$ cat src/rtl/cfgr_pkg.sv
package cfgr_pkg;

  // Decoded request fields
  typedef struct packed {
    logic        inWin;
    logic [7:0]  bus;
    logic [4:0]  slot;
    logic [2:0]  func;
    logic [11:0] regOff;
  } cfgrFields_t;

  // Strobes from control to datapath
  typedef struct packed {
    logic fwd;       // request goes to a real slot
    logic rdAccept;  // read accepted, capture a reply
  } cfgrStrobes_t;

  function automatic logic [2:0] accessBytes(input logic [1:0] code);
    case (code)
      2'd0:    accessBytes = 3'd1;
      2'd1:    accessBytes = 3'd2;
      default: accessBytes = 3'd4;
    endcase
  endfunction

endpackage

$ cat src/rtl/cfgr_datapath.sv
module cfgr_datapath
  import cfgr_pkg::*;
#(
  parameter int ADDR_W = 32,
  parameter int NUM_SLOTS = 32,
  parameter logic [ADDR_W-1:0] WIN_BASE = 32'hE000_0000,
  parameter logic [ADDR_W-1:0] WIN_SIZE = 32'h0200_0000,
  localparam int SLOT_W = (NUM_SLOTS > 1) ? $clog2(NUM_SLOTS) : 1
) (
  input  logic                    clk,
  input  logic                    rstN,
  input  logic [ADDR_W-1:0]       reqAddr,
  input  logic                    reqWrite,
  input  logic [1:0]              reqSize,
  input  logic [31:0]             reqWdata,
  input  logic [32*NUM_SLOTS-1:0] slotRdata,
  input  cfgrStrobes_t            stb,
  output cfgrFields_t             fields,
  output logic [NUM_SLOTS-1:0]    cfgSel,
  output logic                    cfgWrite,
  output logic [1:0]              cfgSize,
  output logic [11:0]             cfgReg,
  output logic [31:0]             cfgWdata,
  output logic [31:0]             rspData
);

  logic [ADDR_W-1:0] offset;
  logic              aboveBase;
  logic [31:0]       slotWords [NUM_SLOTS];

  // Subtract only after the lower bound holds, so the compare never wraps
  assign aboveBase = (reqAddr >= WIN_BASE);
  assign offset    = reqAddr - WIN_BASE;

  always_comb begin
    fields.inWin  = aboveBase && (offset < WIN_SIZE);
    fields.bus    = offset[27:20];
    fields.slot   = offset[19:15];
    fields.func   = offset[14:12];
    fields.regOff = offset[11:0];
  end

  assign cfgWrite = reqWrite;
  assign cfgSize  = reqSize;
  assign cfgReg   = fields.regOff;
  assign cfgWdata = reqWdata;

  for (genvar i = 0; i < NUM_SLOTS; i++) begin : g_slot
    assign slotWords[i] = slotRdata[32*i +: 32];
    assign cfgSel[i]    = stb.fwd && (fields.slot == 5'(i));
  end

  always_ff @(posedge clk) begin
    if (!rstN) begin
      rspData <= '0;
    end else if (stb.rdAccept) begin
      rspData <= stb.fwd ? slotWords[fields.slot[SLOT_W-1:0]] : '1;
    end
  end

  // at most one slot is selected
  a_r8_sel_onehot: assert property (@(posedge clk) disable iff (!rstN)
    $onehot0(cfgSel));

endmodule

$ cat src/rtl/cfgr_ctrl.sv
module cfgr_ctrl
  import cfgr_pkg::*;
#(
  parameter int NUM_SLOTS = 32,
  localparam int SLOT_W = (NUM_SLOTS > 1) ? $clog2(NUM_SLOTS) : 1,
  localparam int REG_SPACE = 4096
) (
  input  logic                 clk,
  input  logic                 rstN,
  input  logic                 reqValid,
  input  logic                 reqWrite,
  input  logic [1:0]           reqSize,
  input  cfgrFields_t          fields,
  input  logic [NUM_SLOTS-1:0] slotPresent,
  output cfgrStrobes_t         stb,
  output logic                 rspValid
);

  logic [NUM_SLOTS-1:0] presentEff;
  logic                 slotOk;
  logic [12:0]          regEnd;
  logic                 overrun;

  always_comb begin
    presentEff    = slotPresent;
    presentEff[0] = 1'b1;  // host bridge always there
  end

  assign slotOk  = ({1'b0, fields.slot} < 6'(NUM_SLOTS)) &&
                   presentEff[fields.slot[SLOT_W-1:0]];
  assign regEnd  = {1'b0, fields.regOff} + 13'(accessBytes(reqSize));
  assign overrun = (regEnd > 13'(REG_SPACE));

  always_comb begin
    stb.fwd      = reqValid && fields.inWin && (fields.bus == 8'd0) &&
                   (fields.func == 3'd0) && slotOk && !overrun;
    stb.rdAccept = reqValid && !reqWrite;
  end

  always_ff @(posedge clk) begin
    if (!rstN) rspValid <= 1'b0;
    else       rspValid <= stb.rdAccept;
  end

  // writes never produce a reply
  a_r8_write_silent: assert property (@(posedge clk) disable iff (!rstN)
    (reqValid && reqWrite) |=> !rspValid);

  // a reply only follows a request
  a_r6_reply_needs_request: assert property (@(posedge clk) disable iff (!rstN)
    rspValid |-> $past(reqValid));

endmodule

$ cat src/rtl/cfgr_router.sv
module cfgr_router
  import cfgr_pkg::*;
#(
  parameter int ADDR_W = 32,
  parameter int NUM_SLOTS = 32,
  parameter logic [ADDR_W-1:0] WIN_BASE = 32'hE000_0000,
  parameter logic [ADDR_W-1:0] WIN_SIZE = 32'h0200_0000
) (
  input  logic                    clk,
  input  logic                    rstN,
  input  logic                    reqValid,
  input  logic                    reqWrite,
  input  logic [1:0]              reqSize,
  input  logic [ADDR_W-1:0]       reqAddr,
  input  logic [31:0]             reqWdata,
  input  logic [NUM_SLOTS-1:0]    slotPresent,
  input  logic [32*NUM_SLOTS-1:0] slotRdata,
  output logic [NUM_SLOTS-1:0]    cfgSel,
  output logic                    cfgWrite,
  output logic [1:0]              cfgSize,
  output logic [11:0]             cfgReg,
  output logic [31:0]             cfgWdata,
  output logic                    rspValid,
  output logic [31:0]             rspData
);

  cfgrFields_t  fields;
  cfgrStrobes_t stb;

  cfgr_ctrl #(.NUM_SLOTS(NUM_SLOTS)) u_ctrl (
    .clk(clk), .rstN(rstN), .reqValid(reqValid), .reqWrite(reqWrite),
    .reqSize(reqSize), .fields(fields), .slotPresent(slotPresent),
    .stb(stb), .rspValid(rspValid)
  );

  cfgr_datapath #(
    .ADDR_W(ADDR_W), .NUM_SLOTS(NUM_SLOTS),
    .WIN_BASE(WIN_BASE), .WIN_SIZE(WIN_SIZE)
  ) u_dp (
    .clk(clk), .rstN(rstN), .reqAddr(reqAddr), .reqWrite(reqWrite),
    .reqSize(reqSize), .reqWdata(reqWdata), .slotRdata(slotRdata),
    .stb(stb), .fields(fields), .cfgSel(cfgSel), .cfgWrite(cfgWrite),
    .cfgSize(cfgSize), .cfgReg(cfgReg), .cfgWdata(cfgWdata),
    .rspData(rspData)
  );

  // a reply with no forwarded request carries all-ones
  a_r7_miss_all_ones: assert property (@(posedge clk) disable iff (!rstN)
    (rspValid && !$past(stb.fwd)) |-> (rspData == 32'hFFFF_FFFF));

  // only populated slots (slot 0 always) are ever selected
  a_r5_sel_present: assert property (@(posedge clk) disable iff (!rstN)
    ((cfgSel & ~(slotPresent | NUM_SLOTS'(1))) == '0));

  // no select without a request
  a_r10_sel_needs_req: assert property (@(posedge clk) disable iff (!rstN)
    (|cfgSel) |-> reqValid);

endmodule

$ cat config.mk
export PLATFORM = sky130hd
export DESIGN_NAME = cfgr_router
export DESIGN_NICKNAME = d
export VERILOG_FILES = /design/src/rtl/cfgr_pkg.sv /design/src/rtl/cfgr_datapath.sv /design/src/rtl/cfgr_ctrl.sv /design/src/rtl/cfgr_router.sv
export SDC_FILE = /design/constraint.sdc
export NUM_CORES = 1
export LEC_CHECK = 0
export CAP_MARGIN = 5
export CELL_PAD_IN_SITES_DETAIL_PLACEMENT = 1
export CELL_PAD_IN_SITES_GLOBAL_PLACEMENT = 2
export CORE_AREA = 3 3 484 486
export CTS_CLUSTER_DIAMETER = 200
export DETAILED_ROUTE_END_ITERATION = 8
export DIE_AREA = 0 0 487 489
export GPL_ROUTABILITY_DRIVEN = 0
export PLACE_DENSITY = 0.48
export SLEW_MARGIN = 20
export SYNTH_ARGS = -nofsm -noshare
export SYNTH_HDL_FRONTEND = slang
export SYNTH_SLANG_ARGS = --single-unit
$ cat constraint.sdc
create_clock -name clk -period 9.35 [get_ports clk]
set_input_delay 1.87 -clock clk [delete_from_list [all_inputs] [get_ports clk]]
set_output_delay 1.87 -clock clk [all_outputs]
set_load 0.02 [all_outputs]
Word level (Yosys, flattened, before mapping)
Cells that the tools add are included.

storage, ports and cells
  ROM bits = 0
  logic and storage cells = 94
  bits in writable memories = 0
  bits in registers = 33
  memories = 0
  latch bits = 0
  input port bits = 1126

cells by class
  divide/modulo/power cells = 0
  $add $sub $neg = 2
  eq/ne operators = 32
  multiply operators = 0
  $lt $le $gt $ge = 5
  mux-type cells = 7
  reduce and logical (&&, ||, !) cells = 45
  bitwise operators = 1
  shifts and indexed selects = 0

operator list
  kind                      number
  $bmux W32 S5              1
  $mux W32                  3
  $eq A5 B5 Y1 const B      16
  $eq A5 B4 Y1 const B      8
  $logic_and A1 B1 Y1       39
  $ge A32 B32 Y1 const B    1
  $lt A32 B26 Y1 const B    1
  $sub A32 B32 Y32 const B  1
  $eq A5 B3 Y1 const B      4
  $add A12 B3 Y13           1
  $gt A13 B13 Y1 const B    1
  $eq A5 B2 Y1 const B      2
  $logic_not A8 Y1          1
  $ge A6 B6 Y1 const B      1
  $lt A5 B6 Y1 const B      1
  $not A5 Y6                1
  $pmux W3 S2               1
  $bmux W1 S5               1
  $eq A5 B1 Y1 const B      1
  $logic_not A5 Y1          1
  $logic_not A3 Y1          1
  $eq A2 B1 Y1 const B      1
  $logic_not A1 Y1          2
  $logic_not A2 Y1          1
  $mux W1                   1

Logic depth before layout (Yosys ltp)
Gate-level depths: netlist of the first run.

  depth in word-level cells = 9
  depth in mapped cells = 11

Hierarchy
From an unflattened synthesis of the first run, not the netlist that was laid out.

second synthesis, totals
  cells, all modules = 1055
  area total of the unflattened synthesis = 10605.2 µm²

modules (own cells, without submodules)
  module         instances  area an instance (µm²)  cells an instance  seq. area each (µm²)
  cfgr_datapath  1          10069.7                 1003               640.6
  cfgr_ctrl      1          535.5                   52                 20.0

Least setup slack after synthesis of the first run
Ideal clock, no wire load.

  path type = input to output
  start point = input port reqSize[1]
  end point = output port cfgSel[11]
  stages = 9
  arrival = 4.397 ns
  setup slack = 3.083 ns
  required time = 7.480 ns
  cells stage by stage = nor2_1 > ha_1 > fa_1 > xor2_1 > a2111oi_0 > nand3_1 > a2111o_1 > buf_6 > nor3_1

between the ends
  longest elaborated chain between the ends = 7
  elaborated cells on any way between the ends = 8
  those cells by class = 1 x add/sub; 1 x order compare; 1 x eq/ne; 1 x mux; 4 x reduce/logical

ends and longest elaborated chain
  what                                              line                 text
  start, declared                                   cfgr_router.sv:13    input logic [1:0] reqSize,
  $eq A2 B1 Y1 or $logic_not A2 Y1 (tied branches)  cfgr_pkg.sv:19       case (code)
  $pmux W3 S2 (*)                                   cfgr_pkg.sv:19
  $add A12 B3 Y13 (*)                               cfgr_ctrl.sv:31      assign regEnd = {1'b0, fields.regOff} + 13'(accessBytes(reqSize));
  $gt A13 B13 Y1 (*)                                cfgr_ctrl.sv:32      assign overrun = (regEnd > 13'(REG_SPACE));
  $logic_not A1 Y1 (*)                              cfgr_ctrl.sv:36      (fields.func == 3'd0) && slotOk && !overrun;
  $logic_and A1 B1 Y1 (*)                           cfgr_ctrl.sv:36
  $logic_and A1 B1 Y1 (*)                           cfgr_datapath.sv:50  assign cfgSel[i] = stb.fwd && (fields.slot == 5'(i));
  end, declared                                     cfgr_router.sv:18    output logic [NUM_SLOTS-1:0] cfgSel,

Every way passes the cells marked *; elsewhere a longest branch is shown, timed or not.

Final worst setup path of the first run
  start point = input port reqSize[1]
  end point = output port cfgSel[24]

The elaborated chain is that of the path after synthesis.

==> metrics.md, run 1 <==
| Metric | Value |
|---|---|
| Outcome | `complete, no violations` |
| Yosys cell types | `51` |
| RSZ-0062 raised after global routing | `false` |
| DRC violations left | `0` |
| Hold Fails Final Rpt | `0` |
| Critical Path End Type | `output port` |
| Antenna Nets Post-Route | `0` |
| Fraction of layout cells with a size suffix above 1 | `between 10 and 15%` |
| Post-Syn Instances | `a little under 1,000` |
| CP Cell Sequence | `clkdlybuf4s50_1 > nor2_1 > ha_1 > fa_1 > xor2_1 > a2111oi_0 > nand3_1 > a2111o_1 > nor3_1 > clkdlybuf4s50_1` |
| Seq/Total Area, Yosys | `6.32%` |
| Worst-Margin Slew | `1.09 ns` |
| Avg Cell Area, Syn | `roughly 11 um2` |
| CP max-delay cell | `a2111o_1` |
| First-pass GRT wire length | `211,000 um` |
| Worst-path clk slew | `approximately 0.07 ns` |
| Clk buf depth | `2` |
| EDFF count, synth | `0` |
| # clock sinks | `33` |
| Die X | `487 um` |
| WP data arrival | `6.04 ns` |
| HPWL Detailed | `~160,000 um` |
| Vias per cell | `2.99` |
| DRT Pass-1 Iters | `5` |
| Final clock skew | `0 ns` |
| Fin Setup TNS | `0 ns` |
| Die footprint | `238,000 um2` |
| PD cells | `between 50 and 60 nW/um2` |
| Max Slew Vio Count | `0` |
| Drt wl/cell | `between 30 and 40 um` |
| P_leak | `8.12 nW` |
| Crit path kind | `in -> out` |
| CTS H-tree depth | `2` |
| Core ar. | `230,000 um2` |
| Hold Buf Count CTS | `0` |
| VDD IR-drop max | `70.1 uV` |
| Max Cap Viol | `0` |
| Critical path startpoint category | `input pin` |
| Top-level I/O count | `1,238` |
| Vias in the first global route | `16,100` |
| Top FF cell, synth | `dfxtp_1` |
| Most frequent cells in the layout | `1,166 x clkdlybuf4s50_1, 192 x mux4_2, 153 x mux2i_1` |
| PortBufs | `1,172` |
| Min Hold Slack | `~0.55 ns` |
| Die height | `between 400 and 500 um` |
| Gr usage total | `14.2%` |
| Max Fclk | `0.126 GHz` |
| Min Clock Period, post-route | `slightly below 8 ns` |
| Fillers | `27,000` |
| HP Class | `reg -> reg` |
| Via Count | `15,300` |
| Root Driver | `clkbuf_16` |
| Gr ovfl total | `0` |
| Largest net degree at the start of global routing | `52` |
| Rows | `176` |
| Worst-Skew Late Latency | `0.31 ns` |
| TritonCTS clock tree | `built` |
| Buf/Inv on CP | `2` |
| Crit-path leading delay family | `compound AO/OA/AOI/OAI gates` |
| Drt total wl | `178,000 um` |
| DR iter-0 viols | `747` |
| Slew HR | `approximately a quarter` |
| Register bit count reported by yosys | `33` |
| PostCTS Resize Cnt | `0` |
| Ys Warns | `0` |
| Cell repeated most along the worst path | `clkdlybuf4s50_1` |
| Mapped Area | `10,500 um2` |
| Syn Nets | `2,124` |
| Setup bufs post-CTS | `0` |
| Commonest non-fill, non-tap cell in the layout | `clkdlybuf4s50_1` |
| Nets | `around 3,200` |
| Post-route clock period utilization | `84.7%` |
| Final setup violation count | `0` |
| CP Data Required Time | `around 7.5 ns` |
| Fraction of registers with async set/reset | `0%` |
| Crit Path Max Fanout | `32` |
| Syn-to-layout area delta | `146%` |
| Clock buffer count from CTS | `5` |
| Antenna violations before repair | `212` |
| Initial Util | `4.54%` |
| CP max stage delay | `0.85 ns` |
==> cell families (layout without fill, tap and decap cells) <==
group                      after synthesis  count (layout)  synth area share [%]
xor gates and xnor gates                 2               2                 0.168
AOI/OAI and AO/OA                      273             273                  17.8
muxes                                  362             362                  57.8
other                                    0              29                     0
DFF                                     33              33                  6.32
adders and majority gates                5               5                 0.670
buffers and inverters                  171            1232                  9.96
and+or+nand+nor                        147             147                  7.28
==> cell usage after synthesis (2+ instances only) <==
| cell | instances | area [um2] |
|---|---|---|
| a2111oi_0 | 12 | 105 |
| a211oi_1 | 21 | 158 |
| a21oi_1 | 51 | 255 |
| a221o_1 | 9 | 90.1 |
| a22o_1 | 8 | 70.1 |
| a22oi_1 | 43 | 323 |
| a31oi_1 | 14 | 87.6 |
| and2_1 | 3 | 18.8 |
| buf_1 | 4 | 15.0 |
| buf_2 | 41 | 205 |
| buf_4 | 64 | 480 |
| buf_6 | 12 | 135 |
| clkbuf_1 | 48 | 180 |
| dfxtp_1 | 33 | 661 |
| ha_1 | 4 | 50.1 |
| mux2_2 | 16 | 180 |
| mux2i_1 | 154 | 1540 |
| mux4_2 | 192 | 4320 |
| nand2_1 | 26 | 97.6 |
| nand2b_1 | 4 | 25.0 |
| nand3_1 | 5 | 25.0 |
| nand3b_1 | 5 | 37.5 |
| nand4_1 | 2 | 12.5 |
| nor2_1 | 33 | 124 |
| nor2b_1 | 8 | 50.1 |
| nor3_1 | 40 | 200 |
| nor3_2 | 3 | 30.0 |
| nor4_1 | 6 | 37.5 |
| nor4b_1 | 2 | 17.5 |
| o21ai_0 | 49 | 245 |
| o221ai_1 | 31 | 272 |
| o22ai_1 | 30 | 188 |
| or3b_2 | 2 | 17.5 |
==> routing by layer <==
layer  part of all wire [%]  GRT usage [%]  routed length (um)
met5                   0.57              0                1010
met3                     12           6.78               21000
met1                     40           17.0               71500
met4                    1.1           1.12                2020
met2                     46           23.9               82500
==> layout make-up <==
type	instances	area, um2	area share (%)
flip-flops and latches	33	661	2.57
clock inverters	3	17.5	0.0682
repair buffers	1224	12200	47.3
multi-input cells	789	8860	34.5
clock buffers	5	125	0.487
diodes	29	72.6	0.283
well taps	3026	3790	14.7
==> flip-flops by register name, indices dropped and copies added (netlist names) <==
| name | flops |
|---|---|
| u_ctrl.rspValid | 1 |
| u_dp.rspData | 32 |
==> metrics by stage <==
step | area (um2) | util, % | worst slack (ns) | total power [mW] | cells
after floorplan | 10500 | - | 3.08 | 0.554 | 993
after global placement | 25500 | 11.1 | 1.30 | 1.36 | 5072
after detailed placement | 25500 | 11.1 | 1.33 | 1.36 | 5072
after CTS | 25600 | 11.1 | 1.33 | 1.57 | 5080
after global routing | 25600 | 11.1 | 1.24 | 1.60 | 5085
final | 25700 | 11.2 | 1.44 | 1.51 | 5109
==> final timing paths <==
path / start / to / slack, ns / cells after the start
max: reqSize[1] / cfgSel[24] / 1.44 / 10
min: u_dp.rspData[4] / u_dp.rspData[4] / 0.55 / 2
max reg2reg: u_dp.rspData[18] / u_dp.rspData[18] / 8.64 / 2
min reg2reg: u_dp.rspData[4] / u_dp.rspData[4] / 0.55 / 2
==> power by group <==
group / internal (mW) / switching (mW) / leakage, nW
sequential: 0.150 / 0.00468 / 0.274
combinational: 0.653 / 0.505 / 7.78
clock: 0.0987 / 0.0934 / 0.0698
==> tightest hold or removal path, stage by stage, from the launching register on <==
cell and delay (ns):
dfxtp_1 0.33, o21ai_0 0.08, a21oi_1 0.10
Note: power is estimated with default switching activity, not from simulation.
==> run 2: changes to the inputs <==
- CORE_AREA: 3 3 484 486 -> 3 3 487 489
- DIE_AREA: 0 0 487 489 -> 0 0 490 492
- PLACE_DENSITY: 0.48 -> 0.47
- clock period: 9.35 -> 7.3 ns (I/O delays scaled with it)
==> run 2 against run 1 <==
Effect of this change: count of clock-buffer cells in the layout is the same; global-route usage shrank 0.39 points; critical endpoint unchanged; highest routed layer unchanged; critical path depth grew 1; setup slack lost 0.94 ns.
==> metrics.md, run 2 (synthesis gave the netlist of run 1 again) <==
| Metric | Value |
|---|---|
| Outcome | `complete, no violations` |
| Pwr Total | `1.97 mW` |
| Via Count | `15,300` |
| CP Data Required Time | `5.84 ns` |
| R2R Setup Slk | `6.59 ns` |
| Fin Setup TNS | `0 ns` |
| Fraction of layout cells with a size suffix above 1 | `about 16%` |
| P_leak | `a little over 8 nW` |
| Final setup violation count | `0` |
| Antenna Nets Post-Route | `0` |
| Clock power frac | `about 14%` |
| Initial Util | `4.49%` |
| Post-placement cell area | `25,700 um2` |
| Vias per cell | `2.93` |
| CTS H-tree depth | `2` |
| Number of flip-flops in the largest register | `32` |
| Cell repeated most along the worst path | `clkdlybuf4s50_1` |
| Final clock skew | `0 ns` |
| Gr usage total | `about 14%` |
| CP max-delay cell | `a2111o_2` |
| Top-level I/O count | `1,238` |
| DRC violations left | `0` |
| Die X | `490 um` |
| CP max stage delay | `0.74 ns` |
| TritonCTS clock tree | `built` |
| Pint | `~1.2 mW` |
| Hold Fails Final Rpt | `0` |
| # clock sinks | `33` |
| Util after Layout | `11.1%` |
| Largest net degree at the start of global routing | `66` |
| Final Instance Area | `approximately 26,000 um2` |
| Gr ovfl total | `0` |
| Drt total wl | `174,000 um` |
| First-pass GRT wire length | `211,000 um` |
| RSZ-0062 raised after global routing | `false` |
| PortBufs | `~1,200` |
| Die height | `492 um` |
| Nets | `3,195` |
| Most frequent cells in the layout | `1,160 x clkdlybuf4s50_1, 192 x mux4_2, 153 x mux2i_1` |
| Worst-Skew Late Latency | `0.31 ns` |
| CP Cell Sequence | `clkdlybuf4s50_1 > nor2_1 > ha_1 > fa_1 > xor2_1 > a2111oi_0 > buf_4 > nand3_1 > a2111o_2 > nor3_1 > clkdlybuf4s50_1` |
| Antenna violations before repair | `between 150 and 200` |
| WP data arrival | `5.34 ns` |
| Top flop regs | `u_dp.rspData (32), u_ctrl.rspValid (1)` |
| Min-delay src | `u_dp.rspData[7]` |
| Root Driver | `clkbuf_16` |
| VDD IR-drop max | `80.3 uV` |
| HPWL Detailed | `around 160,000 um` |
| Worst-Margin Slew | `1.08 ns` |
| Rows | `177` |
| Syn-to-layout area delta | `148%` |
| Setup crit end | `cfgSel[24]` |
| DRT Pass-1 Iters | `5` |
| Worst Reg-to-Reg Cells | `2` |
| Max Slew Vio Count | `0` |
| Max Fclk | `0.147 GHz` |
| Gate power share | `between 70% and 80%` |
| Top reg by flops | `u_dp.rspData` |
| Clk buf depth | `2` |
| Crit-path leading delay family | `buffers and inverters` |
| Commonest non-fill, non-tap cell in the layout | `clkdlybuf4s50_1` |
| Sw Pwr | `0.779 mW` |
| Max Cap Viol | `0` |
| Worst-path clk slew | `0.06 ns` |
| PD cells | `about 76 nW/um2` |
| Hold Buf Count CTS | `0` |
| Buf/Inv on CP | `3` |
| Critical path startpoint category | `input pin` |
| Setup bufs post-CTS | `0` |
| Reg power frac | `10.0%` |
| Slew HR | `28.1%` |
| Clock buffer count from CTS | `5` |
| Crit path kind | `in -> out` |
| Crit Path Max Fanout | `27` |
| Crit. path cell count | `11` |
| Drt wl/cell | `33.4 um` |
| Sw Share | `39.5%` |
| Critical Path End Type | `output port` |
| Core ar. | `233,000 um2` |
| HP Class | `reg -> reg` |
| RR Startpoint | `u_dp.rspData[28]` |
| Vias in the first global route | `approximately 16,000` |
| Die footprint | `241,000 um2` |
| Min Clock Period, post-route | `6.80 ns` |
| DR iter-0 viols | `around 860` |
| Post-route clock period utilization | `around 93%` |
| Worst Setup SP | `reqSize[1]` |
| Reg2Reg Capture Point | `u_dp.rspData[28]` |
run 2: cell types whose count changed in the layout (fill, tap and decap cells not counted), sizes merged:
cell           delta
clkdlybuf4s50     -6
buf              +17
diode             -8
bufinv            +1
clkinv            -1
run 2: power groups by stage:
stage / Sequential, mW / Combinational, mW / Clock (mW)
global route: 0.200 / 1.59 / 0.300
detailed placement: 0.202 / 1.55 / 0
floorplan: 0.217 / 0.494 / 0
finish: 0.198 / 1.49 / 0.285
CTS: 0.198 / 1.55 / 0.304
global placement: 0.202 / 1.54 / 0
run 2: metrics by stage:
| step | std cells | setup WS (ns) | hold slack, ns |
|---|---|---|---|
| finish | 5218 | 0.500 | 0.552 |
| CTS | 5197 | 0.269 | 0.558 |
| floorplan | 993 | 1.85 | 0.605 |
| global placement | 5189 | 0.228 | 0.531 |
| detailed placement | 5189 | 0.286 | 0.537 |
| global route | 5198 | 0.148 | 0.586 |
run 2: what timing repair did:
| item | 4_1_cts | 5_1_grt |
|---|---|---|
| hold endpoints to repair | 0 | 0 |
| resized for setup | 0 | 1 |
| endpoints found under the setup margin | 0 | 9 |
run 2: area by class of cell:
class,instances,area (um2)
tap,3132,3920
fill,27300,207000
sequential,33,661
antenna,21,52.6
timing repair buffer,1235,12200
multi-input combinational,789,8850
clock buffer,5,125
clock inverter,3,46.3
run 2: worst register-to-register path, delay by kind of cell, from the launching register on:
kind	cells	cell delay [ns]
DFF	1	0.32
AOI/OAI and AO/OA	2	0.26
run 2: how the worst min path moves through the flow:
stage | to | slack [ns] | depth (start not counted)
floorplan | u_dp.rspData[11] | 0.61 | 2
global placement | u_dp.rspData[2] | 0.53 | 2
detailed placement | u_dp.rspData[2] | 0.54 | 2
CTS | u_dp.rspData[24] | 0.56 | 2
global route | u_dp.rspData[13] | 0.59 | 2
finish | u_dp.rspData[7] | 0.55 | 2
run 2: metal layers:
layer,global-route usage (%),part of all wire (%),vias up
met5,0,0.36,-
met4,1.00,0.97,98
met3,4.65,8.7,245
met2,23.5,47,1019
met1,17.4,43,7566
li1,-,-,6349
